`src/rtl/pskip_pkg.sv`:
```
package pskip_pkg;

  // Skip decision: the accumulated phase plus depth reaches a full frame.
  function automatic logic skip_hit(input int unsigned ph, input int unsigned dp,
                                    input int unsigned maxd);
    return (ph + dp) >= (2 * maxd);
  endfunction

  // Phase after an eligible tick: sum folded into one frame.
  function automatic int unsigned phase_adv(input int unsigned ph, input int unsigned dp,
                                            input int unsigned maxd);
    int unsigned s;
    s = ph + dp;
    return (s >= 2 * maxd) ? s - 2 * maxd : s;
  endfunction

  // Depth after a completed conduction period.
  function automatic int unsigned depth_step(input int unsigned dp, input logic hit,
                                             input int unsigned maxd);
    if (hit) return (dp >= maxd) ? maxd : dp + 1;
    return (dp == 0) ? 0 : dp - 1;
  endfunction

endpackage

```
`src/rtl/pskip_depth.sv`:
```
module pskip_depth #(
  parameter int unsigned MAX_DEPTH = 4,
  localparam int unsigned DW = $clog2(MAX_DEPTH + 1)
) (
  input  logic          clk,
  input  logic          rst_n,
  input  logic          restart,
  input  logic          cyc_done,
  input  logic          lim_early,
  output logic [DW-1:0] depth
);
  import pskip_pkg::*;

  logic [DW-1:0] depth_q;

  always_ff @(posedge clk or negedge rst_n) begin
    if (!rst_n)        depth_q <= '0;
    else if (restart)  depth_q <= '0;
    else if (cyc_done) depth_q <= DW'(depth_step(32'(depth_q), lim_early, MAX_DEPTH));
  end

  assign depth = depth_q;

  // depth never passes its bound
  a_r4_depth_bound: assert property (@(posedge clk) disable iff (!rst_n)
    32'(depth_q) <= MAX_DEPTH);

  // depth holds without a completion or restart
  a_r9_depth_hold: assert property (@(posedge clk) disable iff (!rst_n)
    (!cyc_done && !restart) |=> $stable(depth_q));

  // restart empties the depth
  a_r8_restart_clear: assert property (@(posedge clk) disable iff (!rst_n)
    restart |=> (depth_q == '0));

  // a clean completion never raises the depth
  a_r5_no_rise: assert property (@(posedge clk) disable iff (!rst_n)
    (cyc_done && !lim_early && !restart) |=> (depth_q <= $past(depth_q)));

endmodule

```
`src/rtl/pskip_phase.sv`:
```
module pskip_phase #(
  parameter int unsigned MAX_DEPTH = 4,
  localparam int unsigned DW = $clog2(MAX_DEPTH + 1),
  localparam int unsigned FRAME = 2 * MAX_DEPTH,
  localparam int unsigned PW = $clog2(FRAME)
) (
  input  logic          clk,
  input  logic          rst_n,
  input  logic          restart,
  input  logic          advance,
  input  logic          preset,
  input  logic [DW-1:0] depth,
  output logic          skip
);
  import pskip_pkg::*;

  logic [PW-1:0] phase_q;

  assign skip = skip_hit(32'(phase_q), 32'(depth), MAX_DEPTH);

  always_ff @(posedge clk or negedge rst_n) begin
    if (!rst_n)       phase_q <= '0;
    else if (restart) phase_q <= '0;
    else if (preset)  phase_q <= PW'(FRAME - 1);
    else if (advance) phase_q <= PW'(phase_adv(32'(phase_q), 32'(depth), MAX_DEPTH));
  end

  // phase stays inside one frame
  a_r6_phase_range: assert property (@(posedge clk) disable iff (!rst_n)
    32'(phase_q) < FRAME);

  // phase frozen without an eligible tick or preset
  a_r3_phase_hold: assert property (@(posedge clk) disable iff (!rst_n)
    (!advance && !preset && !restart) |=> $stable(phase_q));

endmodule

```
`src/rtl/pskip_gate.sv`:
```
module pskip_gate #(
  parameter int unsigned MAX_DEPTH = 4
) (
  input  logic clk,
  input  logic rst_n,
  input  logic restart,
  input  logic osc_tick,
  input  logic cyc_done,
  input  logic lim_early,
  input  logic light_load,
  output logic ton_en
);
  localparam int unsigned DW = $clog2(MAX_DEPTH + 1);

  logic [DW-1:0] depth;
  logic          eligible;
  logic          skip_now;
  logic          early_hit;

  assign eligible  = osc_tick && !light_load && !restart;
  assign early_hit = cyc_done && lim_early;

  pskip_depth #(.MAX_DEPTH(MAX_DEPTH)) u_depth (
    .clk(clk), .rst_n(rst_n), .restart(restart),
    .cyc_done(cyc_done), .lim_early(lim_early), .depth(depth)
  );

  pskip_phase #(.MAX_DEPTH(MAX_DEPTH)) u_phase (
    .clk(clk), .rst_n(rst_n), .restart(restart),
    .advance(eligible), .preset(early_hit),
    .depth(depth), .skip(skip_now)
  );

  assign ton_en = eligible && !skip_now;

  // grant only with a tick
  a_r2_tick_only: assert property (@(posedge clk) disable iff (!rst_n)
    ton_en |-> osc_tick);

  // light load blocks every grant
  a_r3_light_block: assert property (@(posedge clk) disable iff (!rst_n)
    light_load |-> !ton_en);

  // after an early hit the next eligible tick is dropped
  a_r4_next_skip: assert property (@(posedge clk) disable iff (!rst_n)
    (early_hit && !restart) |=> (eligible |-> !ton_en));

  // restart blocks its own cycle
  a_r8_restart_block: assert property (@(posedge clk) disable iff (!rst_n)
    restart |-> !ton_en);

endmodule

```
`config.mk`:
```
export PLATFORM = sky130hd
export DESIGN_NAME = pskip_gate
export DESIGN_NICKNAME = d
export VERILOG_FILES = /design/src/rtl/pskip_pkg.sv /design/src/rtl/pskip_depth.sv /design/src/rtl/pskip_phase.sv /design/src/rtl/pskip_gate.sv
export SDC_FILE = /design/constraint.sdc
export NUM_CORES = 1
export LEC_CHECK = 0
export ABC_CLOCK_PERIOD_IN_PS = 1300
export BUFFER_PORTS_ARGS = -buffer_cell sky130_fd_sc_hd__buf_2
export CORE_AREA = 3 3 40 42
export CTS_CLUSTER_SIZE = 8
export DETAILED_ROUTE_END_ITERATION = 16
export DIE_AREA = 0 0 43 45
export PLACE_DENSITY = 0.58
export SLEW_MARGIN = 40
export SYNTH_ARGS = -nofsm -noshare
export SYNTH_HDL_FRONTEND = slang
export SYNTH_SLANG_ARGS = --single-unit
export TNS_END_PERCENT = 50
```
`constraint.sdc`:
```
create_clock -name clk -period 1.3 [get_ports clk]
set_input_delay 0.065 -clock clk [delete_from_list [all_inputs] [get_ports clk]]
set_output_delay 0.065 -clock clk [all_outputs]
set_load 0.02 [all_outputs]
```
=== After elaboration in Yosys (flattened, before gate mapping) ===
Cells that the tools add are included.

* Add/subtract/negate cells: 4
* Magnitude comparators: 2
* Muxes and demuxes: 13
* Reductions and logical operators: 10

{| class="wikitable"
|+ Operators by type and width
! operator !! count
|-
| $mux 3 || 10
|-
| $sub 3x1->3 const B || 2
|-
| $add 3x3->4 || 1
|-
| $ge 4x4->1 const B || 1
|-
| $logic_and 1x1->1 || 4
|-
| $add 3x1->3 const B || 1
|-
| $ge 3x3->1 const B || 1
|-
| $logic_not 1->1 || 3
|-
| $logic_not 3->1 || 1
|-
| $mux 1 || 3
|-
| $reduce_bool 3->1 || 1
|-
| $reduce_bool 2->1 || 1
|}

* Register bits: 6
* Input port bits: 7
* Output and inout bits: 1
* Logic and storage cells: 31

=== Depth between registers and ports, before layout ===
Gate-level depths: netlist (run 1).

* Word-level depth: 6
* Mapped depth: 6
* Depth with buffers taken out: 6

=== Cells and area by module ===
From an unflattened synthesis (run 1), not the netlist that was laid out.

* Cell total of the unflattened synthesis: 44
* Area total of the unflattened synthesis: 456.7 sq um

{| class="wikitable"
|+ By module, submodules not included
! module !! instances !! cells each !! area an instance (sq um) !! seq. area each (sq um)
|-
| pskip_depth || 1 || 24 || 222.7 || 75.1
|-
| pskip_phase || 1 || 17 || 205.2 || 75.1
|-
| pskip_gate || 1 || 3 || 28.8 || 0.0
|}

=== Worst setup path after synthesis (run 1) ===
Ideal clock, no wire load.

* Path type: flip-flop to output port
* From: register u_depth.depth_q[1], in the netlist u_depth.depth[1]
* To: output ton_en
* Arrival time: 1517 ps
* Data required time: 1235 ps
* Slack: -282 ps
* Stages on the path, launching flop included: 4
* Path buffers: 0
* Cells stage by stage: dfrtp_1 > ha_1 > a21o_1 > a2111oi_2

* Longest elaborated chain between the ends: 4

{| class="wikitable"
|+ Ends and longest elaborated chain
! item !! line !! text
|-
| start: declaration || pskip_depth.sv:14 || <nowiki>logic [DW-1:0] depth_q;</nowiki>
|-
| start signal: assignment || pskip_depth.sv:19 || <nowiki>else if (cyc_done) depth_q <= DW'(depth_step(32'(depth_q), lim_early, MAX_DEPTH));</nowiki>
|-
| $add 3x3->4 || pskip_pkg.sv:6 || <nowiki>return (ph + dp) >= (2 * maxd);</nowiki>
|-
| $ge 4x4->1 || n/a ||
|-
| $logic_not 1->1 || pskip_gate.sv:34 || <nowiki>assign ton_en = eligible && !skip_now;</nowiki>
|-
| $logic_and 1x1->1 || pskip_gate.sv:34 ||
|-
| end: declaration || pskip_gate.sv:11 || <nowiki>output logic ton_en</nowiki>
|}

Every way passes these cells.

=== Final worst setup path (run 1) ===
Ends and elaborated chain as after synthesis.

==> impl_metrics.ini, run 1 <==
[outcome]
outcome = finished with violations
violations = setup timing

[sta]
grt_setup_unrepaired = true
fmax_mhz = 616
setup_viol = 6
min_period_ns = 1.62
finalMaxSlewViolations = 0
fin_worst_skew_ns = 0.00122
period_share = 1.25
report.final.hold_viol_count = 0
slew_headroom = 0.847
tightest_slew_ns = 0.230
setup_slack_ns = -0.323

[power_and_ir_drop]
leakagePower_nw = 0.360
power_w = 0.000570
powerDensity_mw_per_mm2 = 857
vdd_drop_max_mv = 0.376

[clock_network]
cts_tree = yes
clk_latency_ns = 0.24
clock_sinks = 6
cts_buffers = 3
path_clk_slew_ns = 0.04
htree_levels = 1
root_buffer = clkbuf_4
clockBufferDepth = 2

[hold_path]
hp-class = in -> reg

[synth]
synth-edff-count = 0
ys.warnings.count = 0
synth-async-reset-ratio = 1.00
ys_top_cells_by_area = dfrtp_1 32%, ha_1 21%, mux2i_1 11%
syn_nets = 59
ys_types = 19
synth_ff_type = dfrtp_1
synth_seq_cells = 6
synth_common_cells = 8 x ha_1, 6 x dfrtp_1, 5 x mux2i_1
synth_area_leader_cell = dfrtp_1
yosysMostFrequentCell = ha_1
synth-seq-area-share = 0.317
yosysTopAreaCellShare = 0.317
synthCells = 43
synth_area_um2 = 474
syn_avg_cell_area_um2 = 11.0

[die]
die_y_um = 45
die_w_um = 43
dieArea_mm2 = 0.00194
start_util = 0.369
rows = 13
coreArea_mm2 = 0.00128
io_pins = 8

[placement]
portBuffers = 7
dp_cells = 72
post-dp-hpwl_um = 780
gp_congestion = 0.689

[global_route]
overflow = 0
grt_pass1_wl_um = 1830
grt_antenna_before_repair = 0
grt_start_max_net_pins = 8
grt_pass1_vias = 452
grt_usage = 0.127

[finish]
nNetsFinal = 81
syn_to_final_growth_pct = 40.1
n_antenna_cell = 0
final_cells = 78
fillers = 128
drive_above_1_share = 0.413

[setup_path]
crit_path_max_incr_delay_ns = 0.39
worstPathArrival_ns = 1.56
critPathCaptureType = output port
worstSetupPathType = reg -> out
critPathLaunchType = register
crit_slowest_cell = dfrtp_1
required_ns = 1.24
cp_max_fo = 2
path_cells = ha_1, a21o_1, a2111oi_4, buf_4

[detailed_routing]
drcViolationCount = 0
drt-total-wl_um = 966
via_per_inst = 4.99
drt-initial-drc-count = 2
wl_per_cell_um = 12.4
drtAntennaViolNets = 0
vias = 389
dr.pass1.iters = 4

[flow_run]
drv_cap = 0
==> worst paths after layout <==
path	startpoint	end	slack [ns]	depth (start not counted)
worst max-delay path	u_depth.depth[1]$_DFFE_PN0P_	ton_en	-0.32	4
worst min-delay path	restart	u_depth.depth[0]$_DFFE_PN0P_	0.11	2
worst max register to register	u_depth.depth[1]$_DFFE_PN0P_	u_phase.phase_q[2]$_DFFE_PN0P_	-0.22	6
worst min register to register	u_phase.phase_q[2]$_DFFE_PN0P_	u_phase.phase_q[2]$_DFFE_PN0P_	0.57	2
max in group asynchronous	rst_n	u_depth.depth[1]$_DFFE_PN0P_	0.98	2
min in group asynchronous	rst_n	u_phase.phase_q[0]$_DFFE_PN0P_	0.18	2
==> sequential cells by signal, summed over array words and instances, names as in the netlist <==
| name | count |
|---|---|
| u_depth.depth | 3 |
| u_phase.phase_q | 3 |
==> cell families after synthesis <==
family,after synthesis,share of synthesized area
multiplexers,5,0.106
buffers and inverters,4,0.0317
AO/OA/AOI/OAI,9,0.140
adder cells (fa/ha/maj),9,0.253
XOR/XNOR,1,0.0185
flip-flops,6,0.317
AND/OR/NAND/NOR,9,0.135
==> worst max-delay path, delay by kind of cell (launching register included) <==
kind	cells	cell delay, ns
AO/OA/AOI/OAI	2	0.47
buffers and inverters	1	0.19
flip-flops	1	0.39
adder cells (fa/ha/maj)	1	0.28
==> per-stage QoR <==
step / utilization / area, um^2 / setup TNS (ns) / hold slack [ns] / setup WS, ns
global placement: 0.467 / 601 / -0.523 / -0.102 / -0.133
finish: 0.517 / 664 / -0.959 / 0.106 / -0.323
floorplan: - / 494 / -0.212 / -0.231 / -0.0660
CTS: 0.508 / 653 / -1.09 / 0.110 / -0.353
global route: 0.517 / 664 / -1.54 / 0.116 / -0.375
detailed placement: 0.467 / 601 / -0.567 / -0.104 / -0.145
==> cells in the final DEF, fill, tap and decap left out <==
master,instances
o211a_1,1
a221oi_1,1
ha_1,6
nor2_1,2
buf_2,6
nand2b_1,2
clkbuf_4,3
nand4bb_1,1
nor3_2,1
o21ai_0,1
nand3_1,1
nand2b_4,1
a21oi_2,1
a21oi_1,3
nand2_1,1
dlygate4sd3_1,1
xor2_1,1
mux2i_1,5
a2111oi_4,1
buf_4,10
fa_2,1
ha_2,1
ha_4,1
a21o_1,1
dfrtp_1,6
inv_1,4
==> cell type report <==
type / instances / area (um^2) / share of cell area
Multi-Input combinational cell: 33 / 343 / 0.516
Clock buffer: 3 / 22.5 / 0.0339
Tap cell: 15 / 18.8 / 0.0282
Inverter: 4 / 15.0 / 0.0226
Timing Repair Buffer: 17 / 115 / 0.173
Sequential cell: 6 / 150 / 0.226
==> per-layer routing <==
metal	routed length, um	share of wire	GRT usage	up-vias
li1	-	-	-	196
met1	391	0.40	0.140	187
met2	553	0.57	0.246	6
met3	21	0.022	0.0120	0
met4	0	0	0.0542	0
met5	0	0	0	-
==> what timing repair did <==
action | CTS | global route
gates resized for setup | 2 | 1
pin swaps | 1 | 2
endpoints found under the setup margin | 5 | 6
hold buffers | 1 | 0
buffers inserted | 1 | 1
hold endpoints to repair | 6 | 0
==> power breakdown <==
group	internal [W]	switching (W)	total, W	leakage [nW]
clock	0.000104	0.0000624	0.000166	0.0138
sequential	0.000203	0.00000975	0.000213	0.0790
combinational	0.000102	0.0000880	0.000190	0.267
total	0.000409	0.000160	0.000570	0.360
No activity file was read; power rests on OpenSTA's default activity.
==> run 2, diff against run 1 <==
--- a/config.mk
+++ b/config.mk
@@ -7,10 +7,10 @@
 export LEC_CHECK = 0
 export ABC_CLOCK_PERIOD_IN_PS = 1300
 export BUFFER_PORTS_ARGS = -buffer_cell sky130_fd_sc_hd__buf_2
-export CORE_AREA = 3 3 40 42
+export CORE_AREA = 2 2 39 41
 export CTS_CLUSTER_SIZE = 8
 export DETAILED_ROUTE_END_ITERATION = 16
-export DIE_AREA = 0 0 43 45
+export DIE_AREA = 0 0 41 43
 export PLACE_DENSITY = 0.58
 export SLEW_MARGIN = 40
 export SYNTH_ARGS = -nofsm -noshare
==> impl_metrics.ini, run 2 (same netlist as run 1, synthesis figures left out) <==
[detailed_routing]
drcViolationCount = 0
drtAntennaViolNets = 0
drt-initial-drc-count = 4
wl_per_cell_um = 11.6
vias = 373
drt-total-wl_um = 901
dr.max_layer_used = met3
via_per_inst = 4.78
dr.pass1.iters = 4
met1_length_um = 422
met3WireLength_um = 27
met2_length_um = 451

[finish]
syn_to_final_growth_pct = 38.8
final_cells = 78
most-common-layout-cells = 9 x buf_4, 6 x ha_1, 6 x buf_2, 6 x dfrtp_1, 5 x mux2i_1
layout_commonest_cell = buf_4
n_antenna_cell = 0
nNetsFinal = 80
fin_area_um2 = 658
drive_above_1_share = 0.403

[setup_path]
crit_slowest_cell = dfrtp_1
crit_buf_inv = 1
crit_path_max_incr_delay_ns = 0.38
worstSetupPathType = reg -> out
cp_max_fo = 2
required_ns = 1.24
critPathLaunchType = register
critPathCaptureType = output port
path_delay_family = compound AO/OA/AOI/OAI gates
worstPathArrival_ns = 1.57
path_cells = ha_1, a21o_1, a2111oi_4, buf_4

[die]
start_util = 0.343
dieArea_mm2 = 0.00176
coreArea_mm2 = 0.00138
rows = 14
io_pins = 8
die_w_um = 41
die_y_um = 43

[placement]
dp_cells = 73
gp_congestion = 0.664
portBuffers = 7
post-dp-hpwl_um = 690
place_area_um2 = 602
pre_cts_slack_ns = -0.145

[power_and_ir_drop]
powerDensity_mw_per_mm2 = 858
leakagePower_nw = 0.355
vdd_drop_max_mv = 0.315

[global_route]
grt_pass1_vias = 372
overflow = 0
grt_pass1_wl_um = 1550
grt_start_max_net_pins = 8
grt_usage = 0.130
grt_antenna_before_repair = 0

[sta]
setup_slack_ns = -0.335
hold_ws_ns = 0.107
setup_viol = 6
tns_ns = -0.904
period_share = 1.26
report.final.hold_viol_count = 0
finalMaxSlewViolations = 0
fin_worst_skew_ns = 0.00172
grt_setup_unrepaired = true
tightest_slew_ns = 0.248
slew_headroom = 0.835
min_period_ns = 1.63
fmax_mhz = 612

[clock_network]
cts_buffers = 3
clock_sinks = 6
root_buffer = clkbuf_4
clk_latency_ns = 0.24
cts_tree = yes
htree_levels = 1
clockBufferDepth = 2
path_clk_slew_ns = 0.04

[outcome]
violations = setup timing
outcome = finished with violations

[hold_path]
hp-class = in -> reg

[flow_run]
drv_cap = 0
-- run 2: layout make-up --
type	instances	area, um^2
Inverter	4	15.0
Multi-Input combinational cell	33	343
Fill cell	132	726
Timing Repair Buffer	16	108
Sequential cell	6	150
Clock buffer	3	22.5
Tap cell	16	20.0
-- run 2: worst reg2reg max path: stages, from the launching register on --
cell and delay, ns:
dfrtp_1 0.38, buf_4 0.15, buf_4 0.13, fa_2 0.35, xor2_1 0.14, mux2i_1 0.12, a21oi_1 0.08
-- run 2: final timing paths --
path / slack [ns] / to / cells after the start / from
max: -0.33 / ton_en / 4 / u_phase.phase_q[1]$_DFFE_PN0P_
max in group asynchronous: 0.98 / u_phase.phase_q[2]$_DFFE_PN0P_ / 2 / rst_n
max reg2reg: -0.17 / u_phase.phase_q[2]$_DFFE_PN0P_ / 6 / u_depth.depth[1]$_DFFE_PN0P_
min in group asynchronous: 0.18 / u_phase.phase_q[0]$_DFFE_PN0P_ / 2 / rst_n
min reg2reg: 0.58 / u_phase.phase_q[2]$_DFFE_PN0P_ / 2 / u_phase.phase_q[2]$_DFFE_PN0P_
min: 0.11 / u_depth.depth[0]$_DFFE_PN0P_ / 2 / restart
-- run 2: where the power goes --
group / internal [W] / leakage (nW) / total [W] / switching [W]
Combinational: 0.0000993 / 0.262 / 0.000188 / 0.0000885
Clock: 0.000104 / 0.0138 / 0.000163 / 0.0000595
Sequential: 0.000203 / 0.0790 / 0.000213 / 0.0000101
Total: 0.000406 / 0.355 / 0.000564 / 0.000158
-- run 2: through the flow --
| step | utilization | total power (W) |
|---|---|---|
| finish | 0.476 | 0.000564 |
| global route | 0.476 | 0.000612 |
| CTS | 0.473 | 0.000567 |
| detailed placement | 0.435 | 0.000386 |
| global placement | 0.435 | 0.000383 |
| floorplan | - | 0.000313 |
-- run 2: what timing repair did --
action | CTS | global route
buffers inserted | 1 | 1
endpoints found under the setup margin | 6 | 6
resized for setup | 2 | 1
endpoints found under the hold margin | 6 | 0
pin swaps | 3 | 4
hold buffers | 1 | 0
-- run 2: metal layers --
metal / vias up / global-route usage
met5: - / 0
met4: 0 / 0.0800
met2: 8 / 0.181
met3: 0 / 0.0157
met1: 172 / 0.182
li1: 193 / -
==> run 3, diff against run 2 <==
--- a/config.mk
+++ b/config.mk
@@ -5,13 +5,13 @@
 export SDC_FILE = /design/constraint.sdc
 export NUM_CORES = 1
 export LEC_CHECK = 0
-export ABC_CLOCK_PERIOD_IN_PS = 1300
+export ABC_CLOCK_PERIOD_IN_PS = 1700
 export BUFFER_PORTS_ARGS = -buffer_cell sky130_fd_sc_hd__buf_2
 export CORE_AREA = 2 2 39 41
 export CTS_CLUSTER_SIZE = 8
 export DETAILED_ROUTE_END_ITERATION = 16
 export DIE_AREA = 0 0 41 43
-export PLACE_DENSITY = 0.58
+export PLACE_DENSITY_LB_ADDON = 0.05
 export SLEW_MARGIN = 40
 export SYNTH_ARGS = -nofsm -noshare
 export SYNTH_HDL_FRONTEND = slang
==> constraint.sdc (replaced) <==
create_clock -name clk -period 1.7 [get_ports clk]
set_input_delay 0.085 -clock clk [delete_from_list [all_inputs] [get_ports clk]]
set_output_delay 0.085 -clock clk [all_outputs]
set_load 0.02 [all_outputs]
==> impl_metrics.ini, run 3 (same netlist as run 1, synthesis figures left out) <==
[setup_path]
crit_path_max_incr_delay_ns = 0.42
path_cells = ha_4, a21o_1, a2111oi_4, buf_4
r2r_start = u_depth.depth[1]$_DFFE_PN0P_
path_delay_family = compound AO/OA/AOI/OAI gates
crit_buf_inv = 1
critPathLaunchType = register
r2r_slack_ns = 0.13
cp_max_fo = 2
required_ns = 1.62
worstPathArrival_ns = 1.56
worstSetupPathType = reg -> out
reg2reg_depth = 7
rr_endpoint = u_depth.depth[1]$_DFFE_PN0P_
crit_slowest_cell = dfrtp_2
critPathCaptureType = output port

[hold_path]
holdCritStartpoint = cyc_done
hp-class = in -> reg
hold_depth = 2
worstHoldEndpoint = u_depth.depth[2]$_DFFE_PN0P_

[finish]
layout_commonest_cell = buf_2
fillers = 126
final_cells = 72
drive_above_1_share = 0.375
syn_to_final_growth_pct = 31.4
n_antenna_cell = 0
most-common-layout-cells = 6 x buf_2, 5 x mux2i_1, 5 x ha_1, 4 x inv_1, 4 x a21oi_1
nNetsFinal = 74

[sta]
fmax_mhz = 608
min_period_ns = 1.65
period_share = 0.968
finalMaxSlewViolations = 0
setup_viol = 0
fin_worst_skew_ns = 0.00266
hold_ws_ns = 0.131
slew_headroom = 0.834
tightest_slew_ns = 0.249
tns_ns = 0
grt_setup_unrepaired = true
report.final.hold_viol_count = 0

[die]
dieArea_mm2 = 0.00176
die_w_um = 41
start_util = 0.343
rows = 14
coreArea_mm2 = 0.00138
io_pins = 8
die_y_um = 43

[power_and_ir_drop]
powerDensity_mw_per_mm2 = 658
leakagePower_nw = 0.318
vdd_drop_max_mv = 0.254
power_w = 0.000410

[detailed_routing]
via_per_inst = 5.03
met1_length_um = 386
drt-initial-drc-count = 6
met3WireLength_um = 28
wl_per_cell_um = 12.8
dr.pass1.iters = 2
drcViolationCount = 0
drt-total-wl_um = 925
vias = 362
dr.max_layer_used = met4
met2_length_um = 503
drtAntennaViolNets = 0

[clock_network]
root_buffer = clkbuf_4
clock_sinks = 6
clk_latency_ns = 0.24
clockBufferDepth = 2
path_clk_slew_ns = 0.04
cts_buffers = 3
cts_tree = yes
htree_levels = 1

[placement]
dp_cells = 66
portBuffers = 7
post-dp-hpwl_um = 738
gp_congestion = 0.681

[outcome]
outcome = completed

[global_route]
grt_pass1_vias = 364
overflow = 0
grt_start_max_net_pins = 8
grt_pass1_wl_um = 1570
grt_antenna_before_repair = 0
grt_usage = 0.137

[flow_run]
drv_cap = 0
-- run 3: stage by stage --
step | cell area (um^2) | utilization | setup WS [ns]
floorplan | 474 | - | 0.0983
global placement | 529 | 0.382 | 0.110
detailed placement | 529 | 0.382 | 0.0699
CTS | 604 | 0.437 | 0.0188
global route | 623 | 0.450 | -0.0359
finish | 623 | 0.450 | 0.0547
-- run 3: final cells by class --
| cell class | count | area, um^2 | share of cell area |
|---|---|---|---|
| tap | 16 | 20.0 | 0.0321 |
| inverter | 4 | 15.0 | 0.0241 |
| multi-input combinational | 33 | 349 | 0.560 |
| clock buffer | 3 | 22.5 | 0.0361 |
| timing repair buffer | 10 | 62.6 | 0.100 |
| sequential | 6 | 154 | 0.247 |
-- run 3: worst register-to-register path, delay by kind of cell, from the launching register on --
kind,cells,cell delay [ns]
simple gates,2,0.33
flops,1,0.38
fa+ha+maj,2,0.44
buf+inv,2,0.19
compound gates,1,0.15
-- run 3: repair_timing --
item / in CTS / in global routing
buffers inserted: 2 / 0
pin swaps: 2 / 0
setup endpoints to repair: 1 / 1
hold buffers: 1 / 0
endpoints found under the hold margin: 6 / 0
gates resized for setup: 4 / 4
-- run 3: worst max-delay path by stage --
stage                                       from  endpoint  slack [ns]  cells past startpoint
finish              u_depth.depth[1]$_DFFE_PN0P_    ton_en        0.05                      4
global route        u_depth.depth[1]$_DFFE_PN0P_    ton_en       -0.04                      4
CTS                 u_depth.depth[1]$_DFFE_PN0P_    ton_en        0.02                      4
detailed placement  u_depth.depth[1]$_DFFE_PN0P_    ton_en        0.07                      4
global placement    u_depth.depth[1]$_DFFE_PN0P_    ton_en        0.11                      4
floorplan           u_depth.depth[1]$_DFFE_PN0P_    ton_en         0.1                      3
-- run 3: where the power goes --
| part | leakage [nW] | internal (W) | switching (W) |
|---|---|---|---|
| clock | 0.0138 | 0.0000794 | 0.0000444 |
| sequential | 0.0747 | 0.000157 | 0.0000146 |
| combinational | 0.229 | 0.0000584 | 0.0000565 |
| total | 0.318 | 0.000294 | 0.000116 |
-- run 3: routing by layer --
metal  track usage  vias to the layer above
met5             0                        -
met4        0.0800                        0
met3        0.0314                        2
met2         0.231                        7
met1         0.144                      175
li1              -                      178
